**src/rtl/dss_pkg.sv**
```systemverilog
package dss_pkg;

  typedef enum logic [1:0] {
    PH_AZ  = 2'd0,
    PH_INT = 2'd1,
    PH_DE  = 2'd2,
    PH_ZI  = 2'd3
  } phase_e;

  typedef struct packed {
    logic clrCount;
    logic incCount;
    logic sampleSign;
    logic latchOut;
    logic ovrFlag;
  } strobes_t;

  // {thousand, hundreds, tens, units}
  function automatic logic [12:0] toBcd(input int value);
    logic [12:0] r;
    r[3:0]   = 4'(value % 10);
    r[7:4]   = 4'((value / 10) % 10);
    r[11:8]  = 4'((value / 100) % 10);
    r[12]    = 1'((value / 1000) % 2);
    return r;
  endfunction

endpackage

```
**src/rtl/dss_bcd_digit.sv**
```systemverilog
module dss_bcd_digit (
  input  logic       clk,
  input  logic       rst,
  input  logic       clr,
  input  logic       carryIn,
  output logic [3:0] digit,
  output logic       carryOut
);

  assign carryOut = carryIn && (digit == 4'd9);

  always_ff @(posedge clk) begin
    if (rst || clr) begin
      digit <= 4'd0;
    end else if (carryIn) begin
      digit <= (digit == 4'd9) ? 4'd0 : digit + 4'd1;
    end
  end

endmodule

```
**src/rtl/dss_datapath.sv**
```systemverilog
module dss_datapath
  import dss_pkg::*;
#(
  parameter int PRESCALE = 4,
  parameter int DE_MAX   = 2000
) (
  input  logic        clk,
  input  logic        rst,
  input  strobes_t    strobe,
  input  logic        polNeg,
  output logic        tick,
  output logic        atMax,
  output logic        signNeg,
  output logic [12:0] rdBcd,
  output logic        rdNeg,
  output logic        rdOvr
);

  localparam int PRE_W = $clog2(PRESCALE);
  localparam logic [PRE_W-1:0] PRE_LAST = PRE_W'(PRESCALE - 1);
  localparam logic [12:0] MAX_BCD = toBcd(DE_MAX - 1);

  logic [PRE_W-1:0] preCount;
  logic [2:0][3:0]  digits;
  logic [3:0]       carry;
  logic             thousandQ;
  logic [12:0]      countBcd;

  // count-clock prescaler
  always_ff @(posedge clk) begin
    if (rst) preCount <= '0;
    else if (preCount == PRE_LAST) preCount <= '0;
    else preCount <= preCount + 1'b1;
  end
  assign tick = (preCount == PRE_LAST);

  // decade counter chain
  assign carry[0] = strobe.incCount;
  for (genvar i = 0; i < 3; i++) begin : g_digit
    dss_bcd_digit u_digit (
      .clk      (clk),
      .rst      (rst),
      .clr      (strobe.clrCount),
      .carryIn  (carry[i]),
      .digit    (digits[i]),
      .carryOut (carry[i+1])
    );
  end

  always_ff @(posedge clk) begin
    if (rst || strobe.clrCount) thousandQ <= 1'b0;
    else if (carry[3]) thousandQ <= 1'b1;
  end

  assign countBcd = {thousandQ, digits[2], digits[1], digits[0]};
  assign atMax    = (countBcd == MAX_BCD);

  always_ff @(posedge clk) begin
    if (rst) signNeg <= 1'b0;
    else if (strobe.sampleSign) signNeg <= polNeg;
  end

  // output latch
  always_ff @(posedge clk) begin
    if (rst) begin
      rdBcd <= '0;
      rdNeg <= 1'b0;
      rdOvr <= 1'b0;
    end else if (strobe.latchOut) begin
      rdBcd <= strobe.ovrFlag ? '0 : countBcd;
      rdNeg <= signNeg;
      rdOvr <= strobe.ovrFlag;
    end
  end

  p_hold_r9: assert property (@(posedge clk) disable iff (rst)
    !strobe.latchOut |=> $stable({rdBcd, rdNeg, rdOvr}));

  p_digit_range_r3: assert property (@(posedge clk) disable iff (rst)
    (digits[0] <= 4'd9) && (digits[1] <= 4'd9) && (digits[2] <= 4'd9));

  p_ovr_blank_r4: assert property (@(posedge clk) disable iff (rst)
    rdOvr |-> (rdBcd == 13'd0));

endmodule

```
**src/rtl/dss_control.sv**
```systemverilog
module dss_control
  import dss_pkg::*;
#(
  parameter int PRESCALE     = 4,
  parameter int INT_COUNTS   = 1000,
  parameter int DE_MAX       = 2000,
  parameter int CYCLE_COUNTS = 4000,
  parameter int ZI_MIN       = 11,
  parameter int ZI_MAX       = 140,
  parameter int ZI_HEAVY     = 740
) (
  input  logic     clk,
  input  logic     rst,
  input  logic     cmpCross,
  input  logic     tick,
  input  logic     atMax,
  output strobes_t strobe,
  output phase_e   phase
);

  localparam int INT_OSC    = INT_COUNTS * PRESCALE;
  localparam int CYCLE_OSC  = CYCLE_COUNTS * PRESCALE;
  localparam int AZ_MIN_OSC = (CYCLE_COUNTS - INT_COUNTS - DE_MAX) * PRESCALE;
  localparam int POS_W      = $clog2(CYCLE_OSC);
  localparam int ZI_TOP     = (ZI_HEAVY > ZI_MAX) ? ZI_HEAVY : ZI_MAX;
  localparam int ZI_W       = $clog2(ZI_TOP + 1);

  localparam logic [POS_W-1:0] POS_LAST  = POS_W'(CYCLE_OSC - 1);
  localparam logic [POS_W-1:0] POS_INT   = POS_W'(INT_OSC - 1);
  localparam logic [POS_W-1:0] POS_BOOT  = POS_W'(CYCLE_OSC - AZ_MIN_OSC);
  localparam logic [ZI_W-1:0]  ZI_LO     = ZI_W'(ZI_MIN - 1);
  localparam logic [ZI_W-1:0]  ZI_HI     = ZI_W'(ZI_MAX - 1);
  localparam logic [ZI_W-1:0]  ZI_LONG   = ZI_W'(ZI_HEAVY - 1);

  phase_e           phaseNext;
  logic [POS_W-1:0] cycPos;
  logic [ZI_W-1:0]  ziCount;
  logic             heavy;
  logic             ziDone;

  assign ziDone = heavy ? (ziCount == ZI_LONG)
                        : ((ziCount == ZI_HI) || ((ziCount >= ZI_LO) && cmpCross));

  always_comb begin
    phaseNext = phase;
    strobe    = '0;
    unique case (phase)
      PH_AZ: begin
        if (cycPos == POS_LAST) phaseNext = PH_INT;
      end
      PH_INT: begin
        if (cycPos == POS_INT) begin
          phaseNext         = PH_DE;
          strobe.sampleSign = 1'b1;
          strobe.clrCount   = 1'b1;
        end
      end
      PH_DE: begin
        if (tick) begin
          if (cmpCross) begin
            strobe.latchOut = 1'b1;
            phaseNext       = PH_ZI;
          end else if (atMax) begin
            strobe.latchOut = 1'b1;
            strobe.ovrFlag  = 1'b1;
            phaseNext       = PH_ZI;
          end else begin
            strobe.incCount = 1'b1;
          end
        end
      end
      PH_ZI: begin
        if (ziDone) phaseNext = PH_AZ;
      end
      default: phaseNext = PH_AZ;
    endcase
  end

  always_ff @(posedge clk) begin
    if (rst) begin
      phase   <= PH_AZ;
      cycPos  <= POS_BOOT;
      ziCount <= '0;
      heavy   <= 1'b0;
    end else begin
      phase   <= phaseNext;
      cycPos  <= (cycPos == POS_LAST) ? '0 : cycPos + 1'b1;
      ziCount <= (phase == PH_ZI) ? ziCount + 1'b1 : '0;
      if (strobe.latchOut) heavy <= strobe.ovrFlag;
    end
  end

  p_int_exit_tick_r2: assert property (@(posedge clk) disable iff (rst)
    (phase == PH_INT && phaseNext == PH_DE) |-> tick);

  p_de_exit_tick_r3: assert property (@(posedge clk) disable iff (rst)
    (phase == PH_DE && phaseNext != PH_DE) |-> tick);

  p_order_r1: assert property (@(posedge clk) disable iff (rst)
    (phase != phaseNext) |-> (phaseNext == phase_e'(phase + 2'd1)));

endmodule

```
**src/rtl/dual_slope_sequencer.sv**
```systemverilog
module dual_slope_sequencer
  import dss_pkg::*;
#(
  parameter int PRESCALE     = 4,
  parameter int INT_COUNTS   = 1000,
  parameter int DE_MAX       = 2000,
  parameter int CYCLE_COUNTS = 4000,
  parameter int ZI_MIN       = 11,
  parameter int ZI_MAX       = 140,
  parameter int ZI_HEAVY     = 740
) (
  input  logic       clk,
  input  logic       rst,
  input  logic       cmpCross,
  input  logic       polNeg,
  output logic       swAutoZero,
  output logic       swIntegrate,
  output logic       swDeRefUp,
  output logic       swDeRefDown,
  output logic       swZeroInt,
  output logic [3:0] rdUnits,
  output logic [3:0] rdTens,
  output logic [3:0] rdHundreds,
  output logic       rdThousand,
  output logic       rdNegative,
  output logic       rdOverrange
);

  localparam int CYCLE_OSC = CYCLE_COUNTS * PRESCALE;
  localparam int GAP_W     = $clog2(CYCLE_OSC + 1) + 1;

  strobes_t    strobe;
  phase_e      phase;
  logic        tick;
  logic        atMax;
  logic        signNeg;
  logic [12:0] rdBcd;

  dss_control #(
    .PRESCALE(PRESCALE), .INT_COUNTS(INT_COUNTS), .DE_MAX(DE_MAX),
    .CYCLE_COUNTS(CYCLE_COUNTS), .ZI_MIN(ZI_MIN), .ZI_MAX(ZI_MAX),
    .ZI_HEAVY(ZI_HEAVY)
  ) u_control (
    .clk(clk), .rst(rst), .cmpCross(cmpCross), .tick(tick),
    .atMax(atMax), .strobe(strobe), .phase(phase)
  );

  dss_datapath #(
    .PRESCALE(PRESCALE), .DE_MAX(DE_MAX)
  ) u_datapath (
    .clk(clk), .rst(rst), .strobe(strobe), .polNeg(polNeg),
    .tick(tick), .atMax(atMax), .signNeg(signNeg),
    .rdBcd(rdBcd), .rdNeg(rdNegative), .rdOvr(rdOverrange)
  );

  assign swAutoZero  = (phase == PH_AZ);
  assign swIntegrate = (phase == PH_INT);
  assign swDeRefUp   = (phase == PH_DE) && signNeg;
  assign swDeRefDown = (phase == PH_DE) && !signNeg;
  assign swZeroInt   = (phase == PH_ZI);

  assign rdUnits    = rdBcd[3:0];
  assign rdTens     = rdBcd[7:4];
  assign rdHundreds = rdBcd[11:8];
  assign rdThousand = rdBcd[12];

  // conversion period monitor
  logic             intPrev;
  logic             gapSeen;
  logic [GAP_W-1:0] gapCount;

  always_ff @(posedge clk) begin
    if (rst) begin
      intPrev  <= 1'b0;
      gapSeen  <= 1'b0;
      gapCount <= '0;
    end else begin
      intPrev <= swIntegrate;
      if (swIntegrate && !intPrev) begin
        gapSeen  <= 1'b1;
        gapCount <= GAP_W'(1);
      end else if (gapCount != '1) begin
        gapCount <= gapCount + 1'b1;
      end
    end
  end

  p_one_phase_r1: assert property (@(posedge clk) disable iff (rst)
    $onehot({swAutoZero, swIntegrate, swDeRefUp, swDeRefDown, swZeroInt}));

  p_cycle_len_r8: assert property (@(posedge clk) disable iff (rst)
    (swIntegrate && !intPrev && gapSeen) |-> (gapCount == GAP_W'(CYCLE_OSC)));

endmodule

```
**config.mk**
```make
export PLATFORM = sky130hd
export DESIGN_NAME = dual_slope_sequencer
export DESIGN_NICKNAME = d
export VERILOG_FILES = /design/src/rtl/dss_pkg.sv /design/src/rtl/dss_bcd_digit.sv /design/src/rtl/dss_datapath.sv /design/src/rtl/dss_control.sv /design/src/rtl/dual_slope_sequencer.sv
export SDC_FILE = /design/constraint.sdc
export NUM_CORES = 1
export LEC_CHECK = 0
export BUFFER_PORTS_ARGS = -buffer_cell sky130_fd_sc_hd__clkbuf_2
export CORE_MARGIN = 2
export CORE_UTILIZATION = 40
export DETAILED_ROUTE_END_ITERATION = 12
export PLACE_DENSITY_LB_ADDON = 0.08
export SLEW_MARGIN = 15
export SYNTH_ARGS = -nofsm -noshare
export SYNTH_HDL_FRONTEND = slang
export SYNTH_SLANG_ARGS = --single-unit
```
**constraint.sdc**
```tcl
create_clock -name clk -period 2.4 [get_ports clk]
set_input_delay 0.24 -clock clk [delete_from_list [all_inputs] [get_ports clk]]
set_output_delay 0.24 -clock clk [all_outputs]
set_load 0.01 [all_outputs]
```
# After elaboration in Yosys (flattened, before gate mapping)

Cells that the tools add are included.

Register bits after elaboration: 57
Output and inout port bits: 20

Add/subtract/negate cells: 6
Order comparisons: 1
Eq/ne operators: 17
Mux-type cells: 24
Bitwise operators: 1
Reductions and logical operators: 14

Operators with widths:

| operator                                                                             | count |
|---|---|
| 2-bit two-way mux                                                                    | 9 |
| 14-bit by 1-bit adder with 14-bit output, second input constant                      | 1 |
| 14-bit by 12-bit equality test with 1-bit output, second input constant              | 1 |
| 14-bit equality test, second input constant                                          | 1 |
| 14-bit two-way mux                                                                   | 1 |
| 13-bit equality test, second input constant                                          | 1 |
| 13-bit two-way mux                                                                   | 1 |
| 4-bit by 1-bit adder with 4-bit output, second input constant                        | 3 |
| 4-bit equality test, second input constant                                           | 3 |
| 4-bit two-way mux                                                                    | 3 |
| 10-bit by 1-bit adder with 10-bit output, second input constant                      | 1 |
| 10-bit equality test, second input constant                                          | 1 |
| 10-bit by 8-bit equality test with 1-bit output, second input constant               | 1 |
| 10-bit by 4-bit greater-or-equal comparator with 1-bit output, second input constant | 1 |
| 1-bit two-way mux                                                                    | 9 |
| 2-bit one-hot mux with 4 select lines                                                | 1 |
| 2-bit equality test, second input constant                                           | 3 |
| 1-bit logical AND                                                                    | 6 |
| 2-bit by 1-bit inequality test with 1-bit output, second input constant              | 3 |
| 2-bit OR reduction                                                                   | 3 |
| 5-bit AND reduction                                                                  | 1 |
| 3-bit inequality test, second input constant                                         | 1 |
| 2-bit by 1-bit adder with 2-bit output, second input constant                        | 1 |
| 2-bit by 1-bit equality test with 1-bit output, second input constant                | 1 |
| 5 further kinds                                                                      | 6 |

# Logic depth before layout (Yosys ltp)

Gate-level depths: netlist of run 1.

Word-level depth: 8
Depth in mapped cells: 9
Depth with buffers taken out: 8

# Hierarchy

A second synthesis of run 1 with hierarchy kept.

Cells, all modules: 302
Area, all modules: 2,813.9 µm²

Modules (own cells, without submodules):

| module               | times used | cells an instance | area an instance (µm²) | seq. area each (µm²) |
|---|---|---|---|---|
| dss_control          | 1          | 157               | 1,428.9                | 540.5 |
| dss_datapath         | 1          | 80                | 768.2                  | 380.4 |
| dss_bcd_digit        | 3          | 20                | 192.7                  | 80.1 |
| dual_slope_sequencer | 1          | 5                 | 38.8                   | 0.0 |

# Worst setup path before layout of run 1

OpenSTA, ideal clock, no wires.

Path type: reg2reg
From: register u_control.phase[0]
To: register u_datapath.thousandQ
Library setup time: 128 ps
Arrival time: 1,668 ps
Required time: 2,272 ps
Setup slack: 605 ps
Cell stages (with the launch flop): 10
Buffers on the path: 1
Clock period less this slack: 1,795 ps
Cell sequence: dfxtp_1 > inv_1 > ha_1 > and2_1 > and3b_1 > clkbuf_1 > and3_1 > and2_1 > a31oi_1 > nor2_1

Cells in the longest elaborated chain, start to end: 5

RTL lines:

| element                        | RTL line            | source |
|---|---|---|
| start: declaration             | dss_control.sv:18   | `output phase_e phase` |
| start signal: assignment       | dss_control.sv:86   | `phase <= phaseNext;` |
| 2-bit equality test            | dss_control.sv:47   | `unique case (phase)` |
| 1-bit two-way mux              | dss_control.sv:47   |  |
| 1-bit logical AND (3 in a row) | dss_bcd_digit.sv:10 | `assign carryOut = carryIn && (digit == 4'd9);` |
| end signal: assignment         | dss_datapath.sv:51  | `if (rst \|\| strobe.clrCount) thousandQ <= 1'b0;` |
| end signal: assignment         | dss_datapath.sv:52  | `else if (carry[3]) thousandQ <= 1'b1;` |
| end: declaration               | dss_datapath.sv:26  | `logic thousandQ;` |

Several ways; a longest one is shown, not always the timed one.
A chain may end at the register's enable or synchronous reset.

# Worst setup path after layout of run 1

Ends and elaborated chain as after synthesis.

==> out/metrics.yaml, run 1 <==
synth:
  synth_area_mm2: 0.00256
  yosysSeqAreaShare: 0.446
  yosys_warnings: 0
  synthSimpleGateAreaFrac: 0.289
  synth_nets: 308
  avgSynthCellArea_um2: 8.64
  synthXorXnorAreaFrac: 0.0856
  ys_types: 40
  synth_compound_area_frac: 0.0914
  post_synth_mux_area_share: 0.0156
  synth_edf_count: 0
  synth_fa_ha_area_frac: 0.0391
  synth_top_family_by_area: "simple AND/OR/NAND/NOR gates"
  synth_cells: 296
  ys.flop_type: "dfxtp_1"
  synthArstFlopShare: 0
  synth-seq-cells: 57
layout:
  diodes: 0
  drive_above_1_share: 0.154
  regArea_mm2: 0.00114
  area_delta_synth_final_pct: 14.9
  final_cells: 402
  fill_cells: 651
  multi_input_area_mm2: 0.00133
  utilization: 0.468
  layout.nets: 334
pwr:
  powerDensity_mw_per_mm2: 634
  fin_total_pwr_mw: 1.86
  vdd_drop_max_mv: 0.423
  p_leak_nw: 1.18
floorplanning:
  boundaryPins: 24
  design.core.area_mm2: 0.00628
  die_w_um: 84.0
  start_util: 0.408
  dieArea_mm2: 0.00705
  die_height_um: 84.0
  rows: 29
global_route:
  grt_overflow: 0
  grt_pass1_vias: 1975
  grt_max_degree: 24
  antenna_found_initial: 0
  grt_first_pass_wirelength_um: 8980
  grt.met1_usage: 0.194
  busiest_layer: "met2"
  met2_usage: 0.267
  grtUsageMet3: 0.0376
  grt.total_usage: 0.161
route:
  vias_per_cell: 5.03
  finalWirelength_um: 5260
  drt-pass1-iter-count: 5
  vias: 2022
  wire_per_inst_um: 13.1
  first_iter_violations: 87
  drc: 0
  antenna_left: 0
placed_design:
  dpl.hpwl_um: 3680
  globalplace.congestion: 0.734
  place_inst: 388
  io_buffers: 23
sta:
  setup_violations: 0
  slew_headroom: 0.633
  fmax_mhz: 512
  period_needed_ns: 1.95
  hold_viol: 0
  final_max_slew_viol_count: 0
  hold_ws_ns: 0.180
  skew_ns: 0.0119
  worst_slew_pin_slew_ns: 0.551
  finalCritPeriodShare: 0.814
  rsz0062_at_grt: "false"
  tns_ns: 0
cts:
  cts_setup_buffers: 0
  postCtsResizedCells: 0
  cts-root-buf: "clkbuf_8"
  path_clk_slew_ns: 0.07
  htreeDepth: 3
  cts_buffer_depth: 2
  cts_num_sinks: 57
  cts_hold_buf: 0
  cts_tree: "done"
  cts_buffers: 9
  clock_latency_ns: 0.33
run_status:
  status: "finished clean"
worst_setup_path:
  rr_startpoint: "u_control.phase[0]$_SDFFE_PP0P_"
  r2r_slack_ns: 0.45
  crit_arrival_ns: 2.15
  critPathRequiredTime_ns: 2.60
  worst_setup_path_end_kind: "flip-flop"
  reg2reg_depth: 8
  critPathLaunchType: "flip-flop"
  timing.rr.end: "u_datapath.thousandQ$_SDFFE_PP0P_"
  critPathMaxFanout: 6
  critPathKind: "reg2reg"
hold_path:
  min-delay-start: "polNeg"
  hold_depth: 3
  whs_endpoint: "u_datapath.signNeg$_SDFFE_PP0P_"
  hp-class: "in2reg"
job:
  cap_violations: 0
-- cell type report --
cell class                      count  share of cell area
Clock buffer                       10              0.0468
Timing Repair Buffer               28              0.0519
Inverter                            9              0.0115
Clock inverter                      4              0.0153
Sequential cell                    57               0.388
Tap cell                           77              0.0328
Multi-Input combinational cell    217               0.454
-- metal layers --
layer	share of wire	wire length [µm]	up-vias
met1	0.49	2560	918
met3	0.021	113	11
met2	0.47	2470	20
met5	0	0	-
li1	-	-	1073
met4	0.023	119	0
-- cells in the mapped netlist (all sizes together), types with 2 or more instances --
| master | instances | area, µm² |
|---|---|---|
| xor2 | 16 | 140 |
| nor2 | 38 | 143 |
| o21ai | 3 | 15.0 |
| buf | 2 | 8.75 |
| dfxtp | 57 | 1140 |
| and3 | 7 | 45.1 |
| nand4 | 6 | 37.5 |
| inv | 9 | 33.8 |
| xnor2 | 9 | 78.8 |
| a21oi | 18 | 90.1 |
| nor2b | 5 | 31.3 |
| o21bai | 8 | 60.1 |
| and4bb | 2 | 25.0 |
| mux2i | 4 | 40.0 |
| nand2 | 23 | 86.3 |
| nor3b | 2 | 15.0 |
| nor3 | 10 | 61.3 |
| nand2b | 6 | 37.5 |
| nand3 | 32 | 160 |
| clkbuf | 11 | 41.3 |
| and3b | 2 | 18.8 |
| o31ai | 2 | 15.0 |
| ha | 8 | 100 |
| a31oi | 2 | 12.5 |
| and2 | 3 | 18.8 |
-- registers in the layout, indices dropped and copies added, names as in the netlist --
| register | cells |
|---|---|
| u_control.cycPos | 14 |
| u_control.phase | 2 |
| u_control.ziCount | 10 |
| u_datapath.g_digit.u_digit.digit | 12 |
| u_datapath.preCount | 2 |
| u_datapath.rdBcd | 13 |
| u_datapath.rdNeg | 1 |
| u_datapath.rdOvr | 1 |
| u_datapath.signNeg | 1 |
| u_datapath.thousandQ | 1 |
-- worst max-delay path by stage --
stage | cells past startpoint | slack (ns) | from | to
finish | 8 | 0.45 | u_control.phase[0]$_SDFFE_PP0P_ | u_datapath.thousandQ$_SDFFE_PP0P_
global route | 8 | 0.27 | u_control.phase[0]$_SDFFE_PP0P_ | u_datapath.g_digit[2].u_digit.digit[3]$_SDFFE_PP0P_
CTS | 8 | 0.42 | u_control.phase[0]$_SDFFE_PP0P_ | u_datapath.thousandQ$_SDFFE_PP0P_
detailed placement | 8 | 0.46 | u_control.phase[0]$_SDFFE_PP0P_ | u_datapath.thousandQ$_SDFFE_PP0P_
global placement | 8 | 0.48 | u_control.phase[0]$_SDFFE_PP0P_ | u_datapath.thousandQ$_SDFFE_PP0P_
floorplan | 9 | 0.60 | u_control.phase[0]$_SDFFE_PP0P_ | u_datapath.thousandQ$_SDFFE_PP0P_
-- cell usage in the layout, fill, tap and decap left out, drive strengths merged, types with 4 or more instances in the layout --
| master | count |
|---|---|
| ha | 8 |
| nand3 | 32 |
| nand4 | 6 |
| nor2b | 5 |
| nand2 | 23 |
| dfxtp | 57 |
| nand2b | 6 |
| mux2i | 4 |
| inv | 9 |
| buf | 5 |
| xnor2 | 9 |
| and3 | 7 |
| clkbuf | 33 |
| xor2 | 16 |
| a21oi | 18 |
| nor2 | 38 |
| o21bai | 8 |
| nor3 | 10 |
-- where the power goes --
part | internal [mW] | switching (mW)
registers | 0.955 | 0.00562
clock network | 0.490 | 0.369
logic | 0.0169 | 0.0262
-- metrics by stage --
step	area, µm²	setup slack [ns]
floorplan	2560	0.605
global placement	2760	0.477
detailed placement	2760	0.458
CTS	2940	0.424
global route	2940	0.274
finish	2940	0.446
-- critical path: stages, from the launching register on --
cell and delay, ns:
dfxtp_1 0.39, inv_1 0.08, ha_1 0.27, and2_1 0.20
and3b_1 0.25, and3_1 0.24, and2_1 0.18, a31oi_1 0.16
nor2_1 0.05
-- logic make-up (layout without fill, tap and decap cells) --
family | Yosys count | in the layout
simple gates | 143 | 143
buf+inv | 22 | 51
xor+xnor | 25 | 25
flops | 57 | 57
fa+ha+maj | 8 | 8
mux | 4 | 4
compound gates | 37 | 37
Note: power is estimated with default switching activity, not from simulation.
==> run 2: changes to the inputs <==
clock period = 1.7 ns   (was 2.4 ns; I/O delays follow)
==> run 2 against run 1 <==
The flow now finishes with violations (negative setup slack); worst hold slack got worse by 0.12 ns; cell count rose by 11%; clock skew fell by 0.0018 ns; largest cell class unchanged; largest power group is now the clock network; highest routed layer unchanged.
==> out/metrics.yaml, run 2 (same netlist as run 1, synthesis figures left out) <==
layout:
  utilization: 0.544  # +0.0757
  regArea_mm2: 0.00115  # +0.55%
  layout.nets: 376  # +13%
  diodes: 0  # unchanged
  largest_register: "u_control.cycPos"
  largestRegisters: "u_control.cycPos x14, u_datapath.rdBcd x13, u_datapath.g_digit.u_digit.digit x12"
  fill_cells: 600  # -7.8%
  drive_above_1_share: 0.301  # +0.147
  multi_input_area_mm2: 0.00140  # +4.9%
  most-common-layout-cells: "52 x dfxtp_1, 44 x buf_4, 38 x nor2_1, 31 x nand3_1"
  largest_reg_flops: 14  # unchanged
  layout_commonest_cell: "dfxtp_1"
  area_delta_synth_final_pct: 33.5
worst_setup_path:
  critPathRequiredTime_ns: 1.96  # -0.64 ns
  critPathKind: "reg2reg"
  crit_arrival_ns: 1.97  # -0.18 ns
  critPathMaxFanout: 2  # -4
  critPathLaunchType: "flip-flop"
  worst_setup_path_end_kind: "flip-flop"
placed_design:
  io_buffers: 23  # unchanged
  dpl.hpwl_um: 3990  # +8.4%
  globalplace.congestion: 0.794  # +8.2%
sta:
  hold_viol: 0  # unchanged
  skew_ns: 0.0101  # -0.00176 ns
  fin_ws_ns: -0.0150  # -0.461 ns
  setup_violations: 2  # +2
  tns_ns: -0.0224  # -0.0224 ns
  rsz0062_at_grt: "true"
  period_needed_ns: 1.71  # -0.239 ns
  slew_headroom: 0.747  # +0.114
  fmax_mhz: 583  # +14%
  worst_slew_pin_slew_ns: 0.379  # -0.171 ns
  finalCritPeriodShare: 1.01  # +0.195
  final_max_slew_viol_count: 0  # unchanged
  hold_ws_ns: 0.0650  # -0.115 ns
cts:
  cts-root-buf: "clkbuf_8"
  cts_num_sinks: 57  # unchanged
  cts_buffers: 9  # unchanged
  cts_buffer_depth: 2  # unchanged
  clock_latency_ns: 0.33  # about the same
  cts_tree: "done"
  htreeDepth: 3  # unchanged
  path_clk_slew_ns: 0.07  # about the same
floorplanning:
  design.core.area_mm2: 0.00628  # unchanged
  die_height_um: 84.0  # unchanged
  rows: 29  # unchanged
  dieArea_mm2: 0.00705  # unchanged
  boundaryPins: 24  # unchanged
  start_util: 0.408  # unchanged
  die_w_um: 84.0  # unchanged
pwr:
  powerDensity_mw_per_mm2: 873  # +38%
  p_leak_nw: 1.42  # +21%
  vdd_drop_max_mv: 0.622  # +47%
  fin_total_pwr_mw: 2.98  # +60%
global_route:
  grt.total_usage: 0.173  # +0.0116
  grt_pass1_vias: 2133  # +8.0%
  grt_first_pass_wirelength_um: 9720  # +8.2%
  antenna_found_initial: 0  # unchanged
  grt_max_degree: 23  # -4.2%
  grt_overflow: 0  # unchanged
route:
  antenna_left: 0  # unchanged
  first_iter_violations: 87  # unchanged
  wire_per_inst_um: 12.5  # -4.6%
  vias: 2195  # +8.6%
  drt-pass1-iter-count: 4  # -1
  drc: 0  # unchanged
  finalWirelength_um: 5570  # +5.9%
  vias_per_cell: 4.92  # -2.2%
hold_path:
  hp-class: "in2reg"
job:
  cap_violations: 0  # unchanged
run_status:
  status: "complete, but fails checks"
  violations: "negative setup slack"
## run 2: path summary, 6_finish.rpt
| kind | start | end | slack [ns] | cells past startpoint |
|---|---|---|---|---|
| setup / recovery | u_control.cycPos[6]$_SDFF_PP1_ | u_control.phase[1]$_SDFFE_PP0P_ | -0.01 | 5 |
| setup reg to reg | u_control.cycPos[6]$_SDFF_PP1_ | u_control.phase[1]$_SDFFE_PP0P_ | -0.01 | 5 |
| hold / removal | polNeg | u_datapath.signNeg$_SDFFE_PP0P_ | 0.06 | 3 |
| hold reg to reg | u_datapath.preCount[0]$_SDFF_PP0_ | u_datapath.preCount[0]$_SDFF_PP0_ | 0.44 | 1 |
## run 2: cell type report
type	instances	share of cell area
Timing Repair Buffer	70	0.145
Sequential cell	57	0.336
Multi-Input combinational cell	217	0.410
Clock inverter	6	0.0308
Clock buffer	10	0.0403
Inverter	9	0.00989
Tap cell	77	0.0282
## run 2: layer usage
layer | track usage | wire (µm) | up-vias
li1 | - | - | 1157
met1 | 0.211 | 2580 | 1019
met2 | 0.288 | 2810 | 17
met3 | 0.0475 | 148 | 2
met4 | 0.0660 | 30 | 0
met5 | 0 | 0 | -
## run 2: timing repair
item	4_1_cts	5_1_grt
resized for setup	2	14
hold buffers	0	0
hold endpoints to repair	0	0
gates cloned	0	0
pin swaps	0	2
buffers inserted	3	4
endpoints found under the setup margin	2	30
## run 2: report_power, final
part,total (mW),internal [mW],switching (mW),leakage [nW]
clock,1.55,1.01,0.544,0.126
sequential,1.36,1.35,0.00746,0.460
combinational,0.0777,0.0374,0.0403,0.838
## run 2: worst max-delay path, cell delays in order, from the launching register on
cell,delay [ns]
dfxtp_1,0.31
or4_4,0.55
o31ai_4,0.23
o221ai_2,0.11
and3b_2,0.27
mux2i_1,0.18
## run 2: through the flow
step	setup WS, ns	std cells	area, µm²
final	-0.0150	446	3420
after global routing	-0.0741	446	3420
after CTS	-0.0212	442	3330
after detailed placement	-0.0454	423	3060
after global placement	-0.0114	423	3060
after floorplan	-0.0449	296	2570
==> run 3: changes to the inputs <==
CELL_PAD_IN_SITES_DETAIL_PLACEMENT = 1   (was unset)
CELL_PAD_IN_SITES_GLOBAL_PLACEMENT = 1   (was unset)
RECOVER_POWER = 25   (was unset)
==> run 3 against run 2 <==
The flow still finishes with violations (negative setup slack); final area down 4.7%; setup slack better by 0.0071 ns; clock skew down 0.0018 ns; sequential share of layout area up 1.6 points; utilization down 2.5 points; critical path type unchanged; largest cell class unchanged; largest power group is now registers.
==> out/metrics.yaml, run 3 (same netlist as run 1, synthesis figures left out) <==
layout:
  diodes: 0  # unchanged
  largestRegisters: "u_control.cycPos x14, u_datapath.rdBcd x13, u_datapath.g_digit.u_digit.digit x12"
  largest_register: "u_control.cycPos"
  fin_area_mm2: 0.00326  # -4.7%
  fill_cells: 771  # +28%
  largest_reg_flops: 14  # unchanged
  layout.nets: 373  # -0.80%
  drive_above_1_share: 0.240  # -0.0611
  area_delta_synth_final_pct: 27.3
  utilization: 0.519  # -0.0253
  layout_commonest_cell: "dfxtp_1"
  most-common-layout-cells: "53 x dfxtp_1, 42 x buf_4, 38 x nor2_1, 31 x nand3_1, 23 x nand2_1"
route:
  finalWirelength_um: 6250  # +12%
  drc: 0  # unchanged
  antenna_left: 0  # unchanged
  wire_per_inst_um: 14.2  # +14%
  drt-pass1-iter-count: 4  # unchanged
  vias: 2260  # +3.0%
  first_iter_violations: 42  # -52%
  vias_per_cell: 5.14  # +4.4%
pwr:
  p_leak_nw: 1.34  # -6.0%
  vdd_drop_max_mv: 0.520  # -16%
  powerDensity_mw_per_mm2: 790  # -9.5%
cts:
  htreeDepth: 3  # unchanged
  cts_num_sinks: 57  # unchanged
  cts_setup_buffers: 0  # -3
  cts-root-buf: "clkbuf_8"
  cts_tree: "done"
  path_clk_slew_ns: 0.06  # about the same
  clock_latency_ns: 0.34  # about the same
  cts_buffer_depth: 2  # unchanged
  cts_buffers: 9  # unchanged
worst_setup_path:
  critPathKind: "reg2reg"
  rr_startpoint: "u_control.cycPos[6]$_SDFF_PP1_"
  crit_path_max_incr_delay_ns: 0.56  # about the same
  timing.rr.end: "u_control.phase[1]$_SDFFE_PP0P_"
  crit_arrival_ns: 1.97  # about the same
  critPathMaxFanout: 2  # unchanged
  critPathRequiredTime_ns: 1.96  # about the same
  critPathLaunchType: "flip-flop"
  reg2reg_depth: 5  # unchanged
  r2r_slack_ns: -0.008  # about the same
  worstSetupStartpoint: "u_control.cycPos[6]$_SDFF_PP1_"
  worst_setup_path_end_kind: "flip-flop"
  crit_chain: "or4_1 > o31ai_2 > o221ai_2 > and3b_2 > mux2i_1"
  cp_slowest_cell: "or4_1"
sta:
  finalCritPeriodShare: 1.00  # -0.00420
  setup_violations: 1  # -1
  hold_viol: 0  # unchanged
  final_max_slew_viol_count: 0  # unchanged
  slew_headroom: 0.737  # -0.0106
  fin_ws_ns: -0.00784  # +0.00714 ns
  period_needed_ns: 1.71  # -0.00714 ns
  tns_ns: -0.00784  # +0.0145 ns
  rsz0062_at_grt: "true"
  worst_slew_pin_slew_ns: 0.395  # +0.0159 ns
  skew_ns: 0.00829  # -0.00182 ns
  fmax_mhz: 586  # +0.42%
hold_path:
  min-delay-start: "polNeg"
  whs_endpoint: "u_datapath.signNeg$_SDFFE_PP0P_"
  hold_depth: 3  # unchanged
  hp-class: "in2reg"
placed_design:
  io_buffers: 23  # unchanged
  dpl.hpwl_um: 4720  # +18%
  globalplace.congestion: 0.779  # -1.9%
  dpl_cell_area_mm2: 0.00308  # +0.57%
floorplanning:
  boundaryPins: 24  # unchanged
  die_w_um: 84.0  # unchanged
  die_height_um: 84.0  # unchanged
  start_util: 0.408  # unchanged
  dieArea_mm2: 0.00705  # unchanged
  rows: 29  # unchanged
  design.core.area_mm2: 0.00628  # unchanged
global_route:
  grt_pass1_vias: 2314  # +8.5%
  antenna_found_initial: 0  # unchanged
  grt_first_pass_wirelength_um: 10800  # +11%
  grt_overflow: 0  # unchanged
  grt.total_usage: 0.190  # +0.0172
  grt_max_degree: 23  # unchanged
run_status:
  status: "complete, but fails checks"
  violations: "negative setup slack"
job:
  cap_violations: 0  # unchanged
[run 3: layout make-up]
type	instances	area, µm²	share of cell area
timing repair buffer	67	443	0.136
inverter	9	33.8	0.0104
clock buffer	13	169	0.0519
multi-input combinational	217	1370	0.420
sequential	57	1150	0.352
tap	77	96.3	0.0296
[run 3: critical path: cells and delay by family (launching register included)]
family          cells  cell delay, ns
mux                 1            0.17
compound gates      2            0.33
simple gates        2            0.83
flops               1            0.31
[run 3: how the worst max path moves through the flow]
stage | endpoint | depth (start not counted)
finish | u_control.phase[1]$_SDFFE_PP0P_ | 5
global route | u_control.phase[0]$_SDFFE_PP0P_ | 6
floorplan | u_control.phase[0]$_SDFFE_PP0P_ | 6
global placement | u_control.phase[0]$_SDFFE_PP0P_ | 5
CTS | u_control.phase[1]$_SDFFE_PP0P_ | 6
detailed placement | u_control.phase[1]$_SDFFE_PP0P_ | 5
[run 3: timing repair]
item,4_1_cts,5_1_grt
hold buffers,0,0
endpoints found under the setup margin,4,34
pin swaps,0,2
gates resized for setup,3,3
gates cloned,0,0
[run 3: where the power goes]
part           leakage [nW]  switching [mW]  internal (mW)
Clock                0.0875           0.511          0.625
Combinational         0.790          0.0441         0.0391
Sequential            0.459         0.00617           1.35
[run 3: per-layer routing]
layer,share of wire,up-vias,track usage
met2,0.49,14,0.321
met3,0.024,9,0.0386
li1,-,1141,-
met5,0,-,0
met4,0.017,0,0.0836
met1,0.47,1096,0.232
[run 3: stage by stage]
step | power, mW | instances | hold slack, ns | setup slack [ns]
5_1_grt | 2.66 | 440 | 0.135 | -0.110
4_1_cts | 2.60 | 440 | 0.0602 | -0.0277
6_report | 2.57 | 440 | 0.0670 | -0.00784
3_5_place_dp | 1.47 | 427 | 0.415 | -0.0653
2_1_floorplan | 1.43 | 296 | 0.314 | -0.0449
3_3_place_gp | 1.46 | 427 | 0.400 | 0.00165
